File: src/rtl/car_pkg.sv
package car_pkg;
  localparam int FRAC_W   = 10;
  localparam int MV_W     = 10;
  localparam int NPTS     = 5;
  localparam int SLOPE_SH = 12;
  localparam int INIT_MV  = 27;

  typedef logic [FRAC_W-1:0] frac_t;
  typedef logic [MV_W-1:0]   mv_t;

  typedef enum logic [0:0] {DV_IDLE, DV_RUN} dv_state_t;

  function automatic int bp_pct(int i);
    case (i)
      0: return 10;
      1: return 25;
      2: return 50;
      3: return 75;
      default: return 98;
    endcase
  endfunction

  function automatic int bp_y(int i);
    case (i)
      0: return 3;
      1: return 33;
      2: return 139;
      3: return 318;
      default: return 548;
    endcase
  endfunction

  function automatic int bp_x(int i);
    return (bp_pct(i) * (1 << FRAC_W)) / 100;
  endfunction

  function automatic int seg_slope(int i);
    int dx;
    dx = bp_x(i + 1) - bp_x(i);
    return ((bp_y(i + 1) - bp_y(i)) * (1 << SLOPE_SH) + dx / 2) / dx;
  endfunction

  localparam int FULL_MV = bp_y(NPTS - 1);
endpackage

File: src/rtl/car_filter.sv
module car_filter #(
  parameter int FILT_LEN = 4
) (
  input  logic clk,
  input  logic rst_n,
  input  logic tick_i,
  input  logic ac_i,
  output logic level_o,
  output logic fall_o
);
  localparam int CW = $clog2(FILT_LEN + 1);

  logic [1:0]    sync_q;
  logic [CW-1:0] run_q;

  always_ff @(posedge clk or negedge rst_n) begin
    if (!rst_n) begin
      sync_q  <= '0;
      run_q   <= '0;
      level_o <= 1'b0;
      fall_o  <= 1'b0;
    end else begin
      sync_q <= {sync_q[0], ac_i};
      fall_o <= 1'b0;
      if (tick_i) begin
        if (sync_q[1] != level_o) begin
          if (run_q == CW'(FILT_LEN - 1)) begin
            level_o <= sync_q[1];
            fall_o  <= level_o;
            run_q   <= '0;
          end else begin
            run_q <= run_q + CW'(1);
          end
        end else begin
          run_q <= '0;
        end
      end
    end
  end
endmodule

File: src/rtl/car_divider.sv
module car_divider
  import car_pkg::*;
#(
  parameter int NUM_W = 12
) (
  input  logic             clk,
  input  logic             rst_n,
  input  logic             start_i,
  input  logic [NUM_W-1:0] num_i,
  input  logic [NUM_W-1:0] den_i,
  output logic             busy_o,
  output logic             done_o,
  output frac_t            quot_o
);
  localparam int SW = $clog2(FRAC_W + 1);

  dv_state_t        state_q;
  logic [NUM_W:0]   rem_q;
  logic [NUM_W-1:0] den_q;
  logic [SW-1:0]    step_q;
  logic [NUM_W+1:0] trial;
  logic [NUM_W+1:0] den_ext;

  assign trial   = {rem_q, 1'b0};
  assign den_ext = {2'b00, den_q};
  assign busy_o  = (state_q == DV_RUN);

  always_ff @(posedge clk or negedge rst_n) begin
    if (!rst_n) begin
      state_q <= DV_IDLE;
      rem_q   <= '0;
      den_q   <= '0;
      step_q  <= '0;
      quot_o  <= '0;
      done_o  <= 1'b0;
    end else begin
      done_o <= 1'b0;
      case (state_q)
        DV_IDLE: begin
          if (start_i) begin
            rem_q   <= {1'b0, num_i};
            den_q   <= den_i;
            step_q  <= SW'(FRAC_W);
            quot_o  <= '0;
            state_q <= DV_RUN;
          end
        end
        default: begin
          if (trial >= den_ext) begin
            rem_q  <= (NUM_W+1)'(trial - den_ext);
            quot_o <= {quot_o[FRAC_W-2:0], 1'b1};
          end else begin
            rem_q  <= (NUM_W+1)'(trial);
            quot_o <= {quot_o[FRAC_W-2:0], 1'b0};
          end
          step_q <= step_q - SW'(1);
          if (step_q == SW'(1)) begin
            done_o  <= 1'b1;
            state_q <= DV_IDLE;
          end
        end
      endcase
    end
  end
endmodule

File: src/rtl/car_curve.sv
module car_curve
  import car_pkg::*;
(
  input  frac_t frac_i,
  output mv_t   mv_o
);
  localparam int PW = FRAC_W + SLOPE_SH + 2;

  logic [NPTS-2:0] in_seg;
  mv_t             seg_mv [NPTS-1];

  for (genvar g = 0; g < NPTS - 1; g++) begin : g_seg
    localparam int X0 = bp_x(g);
    localparam int X1 = bp_x(g + 1);
    localparam int Y0 = bp_y(g);
    localparam int SL = seg_slope(g);
    logic [FRAC_W-1:0] dx;
    logic [PW-1:0]     prod;
    assign in_seg[g] = (frac_i >= FRAC_W'(X0)) && (frac_i < FRAC_W'(X1));
    assign dx        = frac_i - FRAC_W'(X0);
    assign prod      = {{(PW-FRAC_W){1'b0}}, dx} * PW'(SL);
    assign seg_mv[g] = mv_t'(Y0) + mv_t'(prod >> SLOPE_SH);
  end

  always_comb begin
    mv_o = mv_t'(bp_y(0));
    if (frac_i >= FRAC_W'(bp_x(NPTS - 1))) begin
      mv_o = mv_t'(FULL_MV);
    end else begin
      for (int i = 0; i < NPTS - 1; i++) begin
        if (in_seg[i]) mv_o = seg_mv[i];
      end
    end
  end
endmodule

File: src/rtl/car_softstart.sv
module car_softstart
  import car_pkg::*;
#(
  parameter int RAMP_DIV = 77
) (
  input  logic clk,
  input  logic rst_n,
  input  logic tick_i,
  input  logic restart_i,
  output mv_t  ramp_o
);
  localparam int PW = (RAMP_DIV > 1) ? $clog2(RAMP_DIV) : 1;

  logic [PW-1:0] pre_q;

  always_ff @(posedge clk or negedge rst_n) begin
    if (!rst_n) begin
      pre_q  <= '0;
      ramp_o <= mv_t'(INIT_MV);
    end else if (restart_i) begin
      pre_q  <= '0;
      ramp_o <= mv_t'(INIT_MV);
    end else if (tick_i) begin
      if (pre_q == PW'(RAMP_DIV - 1)) begin
        pre_q <= '0;
        if (ramp_o < mv_t'(FULL_MV)) ramp_o <= ramp_o + mv_t'(1);
      end else begin
        pre_q <= pre_q + PW'(1);
      end
    end
  end
endmodule

File: src/rtl/cond_angle_ref.sv
module cond_angle_ref
  import car_pkg::*;
#(
  parameter int SAMPLE_DIV = 500,
  parameter int FILT_LEN   = 4,
  parameter int TIMEOUT    = 3500,
  parameter int RAMP_DIV   = 77
) (
  input  logic            clk,
  input  logic            rst_n,
  input  logic            ac_in,
  output logic [MV_W-1:0] ref_mv,
  output logic            ref_upd,
  output logic            ss_restart
);
  localparam int CNT_W = $clog2(TIMEOUT + 1);

  logic             tick;
  logic             ac_lvl;
  logic             ac_fall;
  logic [CNT_W-1:0] per_cnt;
  logic [CNT_W-1:0] on_cnt;
  logic [CNT_W-1:0] hi_cnt;
  logic             armed;
  logic             lost;
  logic             stuck;
  logic             div_start;
  logic [CNT_W-1:0] div_num;
  logic [CNT_W-1:0] div_den;
  logic             div_busy;
  logic             div_done;
  frac_t            div_quot;
  mv_t              curve_mv;
  mv_t              target_mv;
  mv_t              ramp_mv;

  if (SAMPLE_DIV <= 1) begin : g_tick_all
    assign tick = 1'b1;
  end else begin : g_tick_div
    localparam int TW = $clog2(SAMPLE_DIV);
    logic [TW-1:0] tcnt_q;
    always_ff @(posedge clk or negedge rst_n) begin
      if (!rst_n) tcnt_q <= '0;
      else if (tcnt_q == TW'(SAMPLE_DIV - 1)) tcnt_q <= '0;
      else tcnt_q <= tcnt_q + TW'(1);
    end
    assign tick = (tcnt_q == TW'(SAMPLE_DIV - 1));
  end

  car_filter #(.FILT_LEN(FILT_LEN)) u_filter (
    .clk(clk), .rst_n(rst_n), .tick_i(tick), .ac_i(ac_in),
    .level_o(ac_lvl), .fall_o(ac_fall)
  );

  car_divider #(.NUM_W(CNT_W)) u_div (
    .clk(clk), .rst_n(rst_n), .start_i(div_start), .num_i(div_num),
    .den_i(div_den), .busy_o(div_busy), .done_o(div_done), .quot_o(div_quot)
  );

  car_curve u_curve (.frac_i(div_quot), .mv_o(curve_mv));

  car_softstart #(.RAMP_DIV(RAMP_DIV)) u_ss (
    .clk(clk), .rst_n(rst_n), .tick_i(tick), .restart_i(ss_restart),
    .ramp_o(ramp_mv)
  );

  always_ff @(posedge clk or negedge rst_n) begin
    if (!rst_n) begin
      per_cnt    <= '0;
      on_cnt     <= '0;
      hi_cnt     <= '0;
      armed      <= 1'b0;
      lost       <= 1'b0;
      stuck      <= 1'b0;
      div_start  <= 1'b0;
      div_num    <= '0;
      div_den    <= '0;
      target_mv  <= '0;
      ref_upd    <= 1'b0;
      ss_restart <= 1'b0;
    end else begin
      ref_upd    <= 1'b0;
      ss_restart <= 1'b0;
      div_start  <= 1'b0;
      if (ac_fall) begin
        if (armed && !div_busy && per_cnt != '0) begin
          div_start <= 1'b1;
          div_num   <= on_cnt;
          div_den   <= per_cnt;
        end
        armed   <= 1'b1;
        lost    <= 1'b0;
        stuck   <= 1'b0;
        per_cnt <= '0;
        on_cnt  <= '0;
        hi_cnt  <= '0;
      end else if (tick) begin
        if (per_cnt < CNT_W'(TIMEOUT)) begin
          per_cnt <= per_cnt + CNT_W'(1);
          if (ac_lvl) on_cnt <= on_cnt + CNT_W'(1);
        end
        if (!ac_lvl) hi_cnt <= '0;
        else if (hi_cnt < CNT_W'(TIMEOUT)) hi_cnt <= hi_cnt + CNT_W'(1);
      end
      if (div_done) begin
        target_mv <= curve_mv;
        ref_upd   <= 1'b1;
      end
      if (!ac_fall && !ac_lvl && !lost && per_cnt >= CNT_W'(TIMEOUT)) begin
        lost       <= 1'b1;
        armed      <= 1'b0;
        target_mv  <= '0;
        ref_upd    <= 1'b1;
        ss_restart <= 1'b1;
      end
      if (!ac_fall && ac_lvl && !stuck && hi_cnt >= CNT_W'(TIMEOUT)) begin
        stuck     <= 1'b1;
        armed     <= 1'b0;
        target_mv <= mv_t'(FULL_MV);
        ref_upd   <= 1'b1;
      end
    end
  end

  assign ref_mv = (ramp_mv < target_mv) ? ramp_mv : target_mv;
endmodule

File: config.mk
export PLATFORM = sky130hd
export DESIGN_NAME = cond_angle_ref
export DESIGN_NICKNAME = d
export VERILOG_FILES = /design/src/rtl/car_pkg.sv /design/src/rtl/car_filter.sv /design/src/rtl/car_divider.sv /design/src/rtl/car_curve.sv /design/src/rtl/car_softstart.sv /design/src/rtl/cond_angle_ref.sv
export SDC_FILE = /design/constraint.sdc
export NUM_CORES = 1
export LEC_CHECK = 0
export ABC_AREA = 1
export BUFFER_PORTS_ARGS = -buffer_cell sky130_fd_sc_hd__buf_2
export CORE_AREA = 2 2 173 175
export DETAILED_ROUTE_END_ITERATION = 8
export DIE_AREA = 0 0 175 177
export GPL_TIMING_DRIVEN = 1
export PLACE_DENSITY = 0.73
export SYNTH_ARGS = -nofsm -noshare
export SYNTH_HDL_FRONTEND = slang
export SYNTH_SLANG_ARGS = --single-unit
File: constraint.sdc
create_clock -name clk -period 5.8 [get_ports clk]
set_input_delay 0.87 -clock clk [delete_from_list [all_inputs] [get_ports clk]]
set_output_delay 0.87 -clock clk [all_outputs]
set_load 0.02 [all_outputs]
==> impl_metrics.toml, run 1 <==
[floorplan]
die-area_mm2 = 0.0310
placementRows = 63
num_io_pins = 15
fp.dieH_um = 177
die-width_um = 175
fp.coreArea_mm2 = 0.0292
start_util_pct = 53.8

[setup_path]
cp_slowest_cell = "fa_1"
endpoint_kind = "flip-flop"
reg2regPathDepth = 25
r2r_end = "target_mv[9]"
crit_type = "reg -> reg"
critPathTopFamily = "adder cells"
worstReg2RegStart = "u_div.quot_o[3]"
cp.arrival_ns = 5.89
required_ns = 6.12
startpoint_type = "flip-flop"
path_buf_inv = 5
worstPathMaxFanout = 10
max_stage_delay_ns = 0.58
r2r_slack_ns = 0.23

[power]
leakage_nw = 9.57
ir_drop_v = 0.000166
switching_power_uw = 532
total_power_mw = 2.20
power.share.sequential_pct = 47.5
p_int_mw = 1.67
power.density_mw_per_mm2 = 127
p_comb_share_pct = 1.0
sw_frac_of_total_pct = 24.1
pwr-share-clk_pct = 51.5

[global_route]
antenna_found_initial = 0
grt_max_degree = 83
grt_overflow_total = 0
grt_pass1_wl_um = 64000
first_global_vias = 13300
track_usage_pct = 25.6

[sta]
setup-tns-final_ns = 0
finClkSkew_ns = 0.0142
hold_viol_final = 0
relSlewSlack_pct = 18.6
max_freq_mhz = 180
min_period_ns = 5.57
period_share_pct = 96.0
tightestPinTransition_ns = 1.22
holdWs_ns = 0.358
setup_violations = 0
slew_viol_final = 0

[yosys]
synth_flop_cell = "dfrtp_1"
ys_types = 53
synth_edf_count = 0
yosysWarningCount = 0
avgSynthCellArea_um2 = 7.42
synth-seq-cells = 150
synth_nets = 2433
synth_top_area_share_pct = 23.2
syn_inst = 2122
netlist_area_mm2 = 0.0157
yosysTopAreaCell = "dfrtp_1"
seq_area_frac_synth_pct = 23.9
ys_top_cells_by_area = "dfrtp_1 (23%), ha_1 (18%), nand2_1 (12%)"
async_reset_ff_share_pct = 100

[worst_hold_path]
min_path_type = "reg -> reg"
hold_path_depth = 0
worstHoldStart = "u_filter.sync_q[0]"
whs_endpoint = "u_filter.sync_q[1]"

[routing]
vias = 13800
wire_per_inst_um = 15.0
drt_iter0_drc = 896
postRouteAntennaNets = 0
wl_um = 38700
avgViaCountPerCell = 5.34
drc = 0
dr.pass1.iters = 5

[clock_network]
htreeDepth = 4
worst_skew_pair.late_latency_ns = 0.44
cts.sinks = 150
ctsHoldBuffers = 0
cts_tree = "done"
path_clk_slew_ns = 0.07
cts_buffers = 17
clockRootBuffer = "clkbuf_16"
cts_buffer_depth = 2

[placement]
gp_congestion = 0.984
dp_hpwl_um = 30800
port_buffers = 14
place_inst = 2537
placed_area_mm2 = 0.0165

[finish]
design_area_mm2 = 0.0174
antenna_cells = 0
final_cells = 2584
nets = 2492
final_cell_mix = "nand2_1 (490), inv_1 (408), ha_1 (220)"
nFillCells = 2649
drive_gt1_share_pct = 8.11
synthToLayoutAreaGrowth_pct = 10.2
layout_commonest_cell = "nand2_1"

[outcome]
status = "finished clean"

[job]
drv_cap = 0
==> worst reg2reg max path, delay by kind of cell, from the launching register on <==
family | cells | cell delay [ns]
flip-flops | 1 | 0.39
AND/OR/NAND/NOR | 12 | 1.32
XOR/XNOR | 1 | 0.17
buffers and inverters | 5 | 0.47
adder cells (fa/ha/maj) | 7 | 3.11
==> area by class of cell <==
class,instances,area (um2),area share [%]
clock buffer,18,439,2.53
multi-input combinational,1527,10500,60.4
sequential,150,3760,21.7
clock inverter,14,159,0.915
tap,390,488,2.81
inverter,421,1580,9.13
timing repair buffer,64,452,2.60
==> routing by layer <==
metal	up-vias	GRT usage, %	part of all wire (%)	wire (um)
li1	6900	-	-	-
met1	6546	33.2	45	17300
met2	298	45.5	49	19100
met3	62	2.75	3.5	1370
met4	0	7.26	2.5	987
met5	-	0	0	0
==> synthesized netlist by cell type, types with 3 or more instances <==
cell type and n:
nand3b_1 13, dfstp_2 4, fa_1 79, o22ai_1 10
nand2_2 10, inv_1 412, nand3_1 114, o21a_1 6
xor2_1 32, xnor2_1 14, clkbuf_1 19, nor3b_1 6
nor3_2 5, dfrtp_1 146, inv_2 6, nor3_1 29
o31ai_1 3, a21boi_0 3, nand4_1 26, a21o_1 7
nand2_1 495, nor2_1 122, a211oi_1 3, clkinv_1 3
a31oi_1 3, nor4_1 7, o21bai_1 5, buf_2 4
a21oi_1 116, o211ai_1 4, or2_2 6, nand3_2 5
o21ai_0 135, ha_1 229, o21ai_1 14, and3_1 3
==> metrics by stage <==
stage	util, %	setup WS (ns)
after CTS	58.5	0.00924
after detailed placement	56.4	-0.0546
after floorplan	-	0.166
final	59.4	0.231
after global routing	59.4	-0.0871
after global placement	56.4	0.102
==> worst max-delay path by stage <==
| stage | slack, ns | end | cells past startpoint | start |
|---|---|---|---|---|
| after global routing | -0.09 | target_mv[7] | 32 | u_div.quot_o[4] |
| after global placement | 0.10 | target_mv[8] | 35 | u_div.quot_o[3] |
| after floorplan | 0.17 | target_mv[8] | 35 | u_div.quot_o[2] |
| after detailed placement | -0.05 | target_mv[8] | 34 | u_div.quot_o[4] |
| final | 0.23 | target_mv[9] | 25 | u_div.quot_o[3] |
| after CTS | 0.009 | target_mv[8] | 34 | u_div.quot_o[4] |
==> kinds of logic after synthesis <==
logic type               Yosys count  synth area share, %
adder cells (fa/ha/maj)          308                 28.2
AND/OR/NAND/NOR                  853                 23.6
XOR/XNOR                          47                 2.66
AO/OA/AOI/OAI                    318                 10.9
flip-flops                       150                 23.9
buffers and inverters            445                 10.6
multiplexers                       1               0.0715
==> sequential cells by signal, summed over array words and instances (netlist names), 4 cells and up <==
signal             cells
per_cnt               12
u_div.quot_o          10
u_div.step_q           4
on_cnt                12
u_ss.pre_q             7
u_div.den_q           12
g_tick_div.tcnt_q      9
target_mv             10
u_ss.ramp_o           10
div_den               12
hi_cnt                12
u_div.rem_q           13
div_num               12
==> power by group through the flow <==
| stage | sequential, mW | combinational [mW] | clock [mW] |
|---|---|---|---|
| final | 1.05 | 0.0217 | 1.13 |
| after global routing | 1.05 | 0.0263 | 1.20 |
| after CTS | 1.05 | 0.0234 | 1.15 |
| after detailed placement | 1.07 | 0.0234 | 0 |
| after global placement | 1.07 | 0.0230 | 0 |
| after floorplan | 1.07 | 0.000579 | 0 |
==> repair_timing <==
item	4_1_cts	5_1_grt
setup endpoints to repair	3	8
resized for setup	2	34
pin swaps	1	18
buffers inserted	1	14
No activity file was read; power rests on OpenSTA's default activity.
==> run 2: changes to the inputs <==
--- a/config.mk
+++ b/config.mk
@@ -5,11 +5,10 @@
 export SDC_FILE = /design/constraint.sdc
 export NUM_CORES = 1
 export LEC_CHECK = 0
-export ABC_AREA = 1
 export BUFFER_PORTS_ARGS = -buffer_cell sky130_fd_sc_hd__buf_2
-export CORE_AREA = 2 2 173 175
+export CORE_AREA = 2 2 170 172
 export DETAILED_ROUTE_END_ITERATION = 8
-export DIE_AREA = 0 0 175 177
+export DIE_AREA = 0 0 172 174
 export GPL_TIMING_DRIVEN = 1
 export PLACE_DENSITY = 0.73
 export SYNTH_ARGS = -nofsm -noshare
==> run 2 against run 1 <==
- area after synthesis shrank 3.0%
- flip-flop and latch count is the same
- critical path type unchanged
- largest power group unchanged
- first-iteration DRC count shrank 1.6%
- the run now ends with setup timing left
- via count shrank 8.5%
- die area shrank 3.4%
- cell area grew 1.6%
- cell count shrank 15%
- maximum frequency shrank 11%
==> impl_metrics.toml, run 2 <==
[global_route]
grt_max_degree = 97
grt_pass1_wl_um = 62000
antenna_found_initial = 0
track_usage_pct = 25.7
first_global_vias = 12600
grt_overflow_total = 0

[clock_network]
htreeDepth = 4
cts_buffers = 17
cts_buffer_depth = 2
cts.sinks = 150
worst_skew_pair.late_latency_ns = 0.43
clockRootBuffer = "clkbuf_16"
ctsHoldBuffers = 0
path_clk_slew_ns = 0.07
cts_tree = "done"

[finish]
nets = 2111
final_cells = 2197
largest-register = "u_div.rem_q"
largest_register_ffs = 13
layout_commonest_cell = "ha_1"
drive_gt1_share_pct = 15.2
synthToLayoutAreaGrowth_pct = 15.4
finish.utilization_pct = 62.5
design_area_mm2 = 0.0176
antenna_cells = 0
final_cell_mix = "ha_1 (211), inv_1 (203), nand2_1 (168)"

[placement]
pre_cts_ws_ns = -0.401
placed_area_mm2 = 0.0166
place_inst = 2152
gp_congestion = 0.944
dp_hpwl_um = 28600
port_buffers = 14

[routing]
vias = 12600
wire_per_inst_um = 17.0
avgViaCountPerCell = 5.75
drc = 0
dr.pass1.iters = 5
drt_iter0_drc = 882
wl_um = 37400
postRouteAntennaNets = 0

[yosys]
ys_types = 88
synth_top_area_share_pct = 23.9
netlist_area_mm2 = 0.0153
yosysTopAreaCell = "dfrtp_1"
ys_top_cells_by_area = "dfrtp_1 (24%), ha_1 (19%), fa_1 (10%)"
synth_flop_cell = "dfrtp_1"
synth_common_cells = "ha_1 (229), inv_1 (211), nand2_1 (170)"
syn_inst = 1703
synth-seq-cells = 150
avgSynthCellArea_um2 = 8.97
synth_nets = 2014
synth.most_common_cell = "ha_1"
async_reset_ff_share_pct = 100
synth_edf_count = 0
yosysWarningCount = 0
seq_area_frac_synth_pct = 24.6

[sta]
tightestPinTransition_ns = 1.07
finClkSkew_ns = 0.0119
period_share_pct = 108
min_period_ns = 6.28
holdWs_ns = 0.358
rsz0062_at_grt = "true"
slew_viol_final = 0
setup-tns-final_ns = -1.78
relSlewSlack_pct = 28.6
hold_viol_final = 0
setup_violations = 7
max_freq_mhz = 159
worst_slack_ns = -0.481

[worst_hold_path]
hold_path_depth = 0
min_path_type = "reg -> reg"

[setup_path]
endpoint = "target_mv[2]"
r2r_slack_ns = -0.48
critPathTopFamily = "adder cells"
max_stage_delay_ns = 0.54
cp_num_cells = 28
reg2regPathDepth = 28
crit_type = "reg -> reg"
r2r_end = "target_mv[2]"
worstPathMaxFanout = 4
worstReg2RegStart = "u_div.quot_o[2]"
endpoint_kind = "flip-flop"
cp.arrival_ns = 6.59
cp_slowest_cell = "fa_1"
crit_path_frequent_cell = "ha_4"
path_buf_inv = 4
crit_start = "u_div.quot_o[2]"
startpoint_type = "flip-flop"
required_ns = 6.11

[power]
sw_frac_of_total_pct = 24.7
pwr-share-clk_pct = 50.5
p_comb_share_pct = 1.0
p_int_mw = 1.63
switching_power_uw = 533
ir_drop_v = 0.000192
leakage_nw = 8.68
total_power_mw = 2.16
power.share.sequential_pct = 48.5
power.density_mw_per_mm2 = 122

[floorplan]
num_io_pins = 15
start_util_pct = 54.1
placementRows = 62
fp.coreArea_mm2 = 0.0282
die-area_mm2 = 0.0299
fp.dieH_um = 174
die-width_um = 172

[outcome]
violations = "setup timing"
status = "complete, but fails checks"

[job]
drv_cap = 0
[run 2: kinds of logic (layout without fill, tap and decap cells)]
group,count (synthesis),in the layout,share of synthesized area (%)
AOI/OAI and AO/OA,339,339,15.6
xor gates and xnor gates,132,132,7.62
adders and majority gates,308,308,29.1
buffers and inverters,265,375,6.56
DFF,150,150,24.6
muxes,13,13,0.868
and+or+nand+nor,496,496,15.7
[run 2: layout make-up]
| class | instances | area [um2] |
|---|---|---|
| Sequential cell | 150 | 3770 |
| Clock buffer | 17 | 425 |
| Clock inverter | 15 | 159 |
| Fill cell | 2267 | 10600 |
| Multi-Input combinational cell | 1288 | 11000 |
| Timing Repair Buffer | 132 | 978 |
| Tap cell | 384 | 480 |
| Inverter | 211 | 797 |
[run 2: worst min path at each step]
stage                             startpoint                  to
final                     u_filter.sync_q[0]  u_filter.sync_q[1]
after global routing      u_filter.sync_q[0]  u_filter.sync_q[1]
after CTS                 u_filter.sync_q[0]  u_filter.sync_q[1]
after detailed placement  u_filter.sync_q[0]  u_filter.sync_q[1]
after global placement    u_filter.sync_q[0]  u_filter.sync_q[1]
after floorplan           u_filter.sync_q[0]  u_filter.sync_q[1]
[run 2: repair_timing]
item | CTS | global route
endpoints found under the hold margin | 0 | 0
resized for setup | 28 | 30
setup endpoints to repair | 9 | 9
pin swaps | 35 | 21
setup buffers | 11 | 2
[run 2: layer usage]
metal	track usage [%]	vias up	part of all wire (%)
li1	-	6051	-
met1	34.9	6126	45
met2	42.5	373	47
met3	3.73	81	4.9
met4	7.70	0	2.5
met5	0	-	0
[run 2: power groups by stage]
| stage | sequential, mW | clock [mW] | combinational (mW) |
|---|---|---|---|
| floorplan | 1.07 | 0 | 0.000646 |
| finish | 1.05 | 1.09 | 0.0221 |
| CTS | 1.05 | 1.11 | 0.0237 |
| global route | 1.05 | 1.15 | 0.0269 |
| global placement | 1.07 | 0 | 0.0237 |
| detailed placement | 1.07 | 0 | 0.0236 |
==> run 3: changes to the inputs <==
--- a/config.mk
+++ b/config.mk
@@ -6,11 +6,10 @@
 export NUM_CORES = 1
 export LEC_CHECK = 0
 export BUFFER_PORTS_ARGS = -buffer_cell sky130_fd_sc_hd__buf_2
-export CORE_AREA = 2 2 170 172
+export CORE_AREA = 2 2 201 203
 export DETAILED_ROUTE_END_ITERATION = 8
-export DIE_AREA = 0 0 172 174
+export DIE_AREA = 0 0 203 205
 export GPL_TIMING_DRIVEN = 1
-export PLACE_DENSITY = 0.73
 export SYNTH_ARGS = -nofsm -noshare
 export SYNTH_HDL_FRONTEND = slang
 export SYNTH_SLANG_ARGS = --single-unit
==> run 3 against run 2 <==
- the flow still finishes with violations (setup timing)
- die area grew 39%
- global-route usage fell by 7.4 points
- flip-flop and latch count unchanged
- worst hold slack about the same
- critical endpoint unchanged
==> impl_metrics.toml, run 3 (synthesis gave the netlist of run 2 again) <==
[global_route]
track_usage_pct = 18.3
first_global_vias = 12200
grt_pass1_wl_um = 61700
antenna_found_initial = 0
grt_max_degree = 87
grt_overflow_total = 0

[sta]
slew_viol_final = 0
period_share_pct = 107
hold_viol_final = 0
max_freq_mhz = 161
holdWs_ns = 0.358
setup_violations = 5
tightestPinTransition_ns = 0.880
min_period_ns = 6.22
relSlewSlack_pct = 41.3
worst_slack_ns = -0.425
rsz0062_at_grt = "true"
finClkSkew_ns = 0.0150

[power]
pwr-share-clk_pct = 50.2
power.density_mw_per_mm2 = 122
switching_power_uw = 498
leakage_nw = 8.64
total_power_mw = 2.15
power.share.sequential_pct = 48.7
ir_drop_v = 0.000180
p_comb_share_pct = 1.1
sw_frac_of_total_pct = 23.1
p_int_mw = 1.65

[finish]
final_cell_mix = "ha_1 (215), inv_1 (205), nand2_1 (169)"
largest_register_ffs = 13
largest-register = "u_div.rem_q"
layout_commonest_cell = "ha_1"
antenna_cells = 0
drive_gt1_share_pct = 14.3
nFillCells = 3789
nets = 2105
synthToLayoutAreaGrowth_pct = 15.5

[setup_path]
cp.arrival_ns = 6.53
crit_path_frequent_cell = "ha_4"
crit_start = "u_div.quot_o[3]"
startpoint_type = "flip-flop"
worstReg2RegStart = "u_div.quot_o[3]"
max_stage_delay_ns = 0.51
worstPathMaxFanout = 5
cp_slowest_cell = "fa_1"
reg2regPathDepth = 28
required_ns = 6.10
crit_type = "reg -> reg"
endpoint_kind = "flip-flop"

[floorplan]
placementRows = 73
fp.dieH_um = 205
fp.coreArea_mm2 = 0.0394
die-area_mm2 = 0.0416
start_util_pct = 38.8
num_io_pins = 15
die-width_um = 203

[clock_network]
cts.sinks = 150
worst_skew_pair.late_latency_ns = 0.43
htreeDepth = 4
cts_buffer_depth = 2
cts_tree = "done"
path_clk_slew_ns = 0.07
cts_buffers = 17
clockRootBuffer = "clkbuf_16"

[worst_hold_path]
min_path_type = "reg -> reg"
hold_path_depth = 0
worstHoldStart = "u_filter.sync_q[0]"

[routing]
postRouteAntennaNets = 0
wire_per_inst_um = 15.7
wl_um = 36700
drc = 0
avgViaCountPerCell = 5.19
drt_iter0_drc = 651
vias = 12100
dr.pass1.iters = 5

[outcome]
violations = "setup timing"
status = "complete, but fails checks"

[job]
drv_cap = 0

[placement]
gp_congestion = 0.867
pre_cts_ws_ns = -0.432
dp_hpwl_um = 28500
port_buffers = 14
## run 3: metal layers
layer	track usage, %	up-vias	routed length, um
met5	0	-	0
met4	4.67	0	611
met1	25.6	5858	18000
met3	2.23	35	1050
met2	30.1	177	17000
li1	-	6030	-
## run 3: critical path, delay by kind of cell (launching register included)
kind	cells	cell delay [ns]
AO/OA/AOI/OAI	11	2.18
adder cells (fa/ha/maj)	7	2.03
AND/OR/NAND/NOR	4	0.90
XOR/XNOR	3	0.43
flip-flops	1	0.40
buffers and inverters	3	0.13
## run 3: final cells by class
| class | instances | area (um2) | share of cell area, % |
|---|---|---|---|
| clock buffers | 22 | 454 | 2.57 |
| multi-input cells | 1288 | 11000 | 62.1 |
| repair buffers | 126 | 925 | 5.24 |
| flip-flops and latches | 150 | 3770 | 21.3 |
| inverters | 211 | 797 | 4.52 |
| well taps | 525 | 657 | 3.72 |
| clock inverters | 10 | 96.3 | 0.546 |
## run 3: final timing paths
check | end | slack (ns)
max reg2reg | target_mv[2] | -0.42
min | u_filter.sync_q[1] | 0.36
min in group asynchronous | on_cnt[10] | 0.51
max | target_mv[2] | -0.42
min reg2reg | u_filter.sync_q[1] | 0.36
max in group asynchronous | target_mv[2] | 3.91
## run 3: power by group through the flow
| stage | clock [mW] | combinational, mW | sequential, mW |
|---|---|---|---|
| after global placement | 0 | 0.0249 | 1.07 |
| after global routing | 1.15 | 0.0282 | 1.05 |
| final | 1.08 | 0.0231 | 1.05 |
| after floorplan | 0 | 0.000646 | 1.07 |
| after CTS | 1.11 | 0.0251 | 1.05 |
| after detailed placement | 0 | 0.0251 | 1.07 |
## run 3: stage by stage
| stage | util (%) | cell area [um2] | setup TNS, ns | instances |
|---|---|---|---|---|
| floorplan | - | 15500 | -0.716 | 1703 |
| global placement | 42.7 | 16800 | -1.19 | 2292 |
| detailed placement | 42.7 | 16800 | -2.15 | 2292 |
| CTS | 44.5 | 17500 | -1.46 | 2328 |
| global route | 44.8 | 17600 | -3.46 | 2332 |
| finish | 44.8 | 17600 | -1.31 | 2332 |
## run 3: repair_timing
action / in CTS / in global routing
hold buffers: 0 / 0
buffers inserted: 5 / 4
endpoints found under the setup margin: 8 / 9
gates resized for setup: 27 / 23
pin swaps: 36 / 35
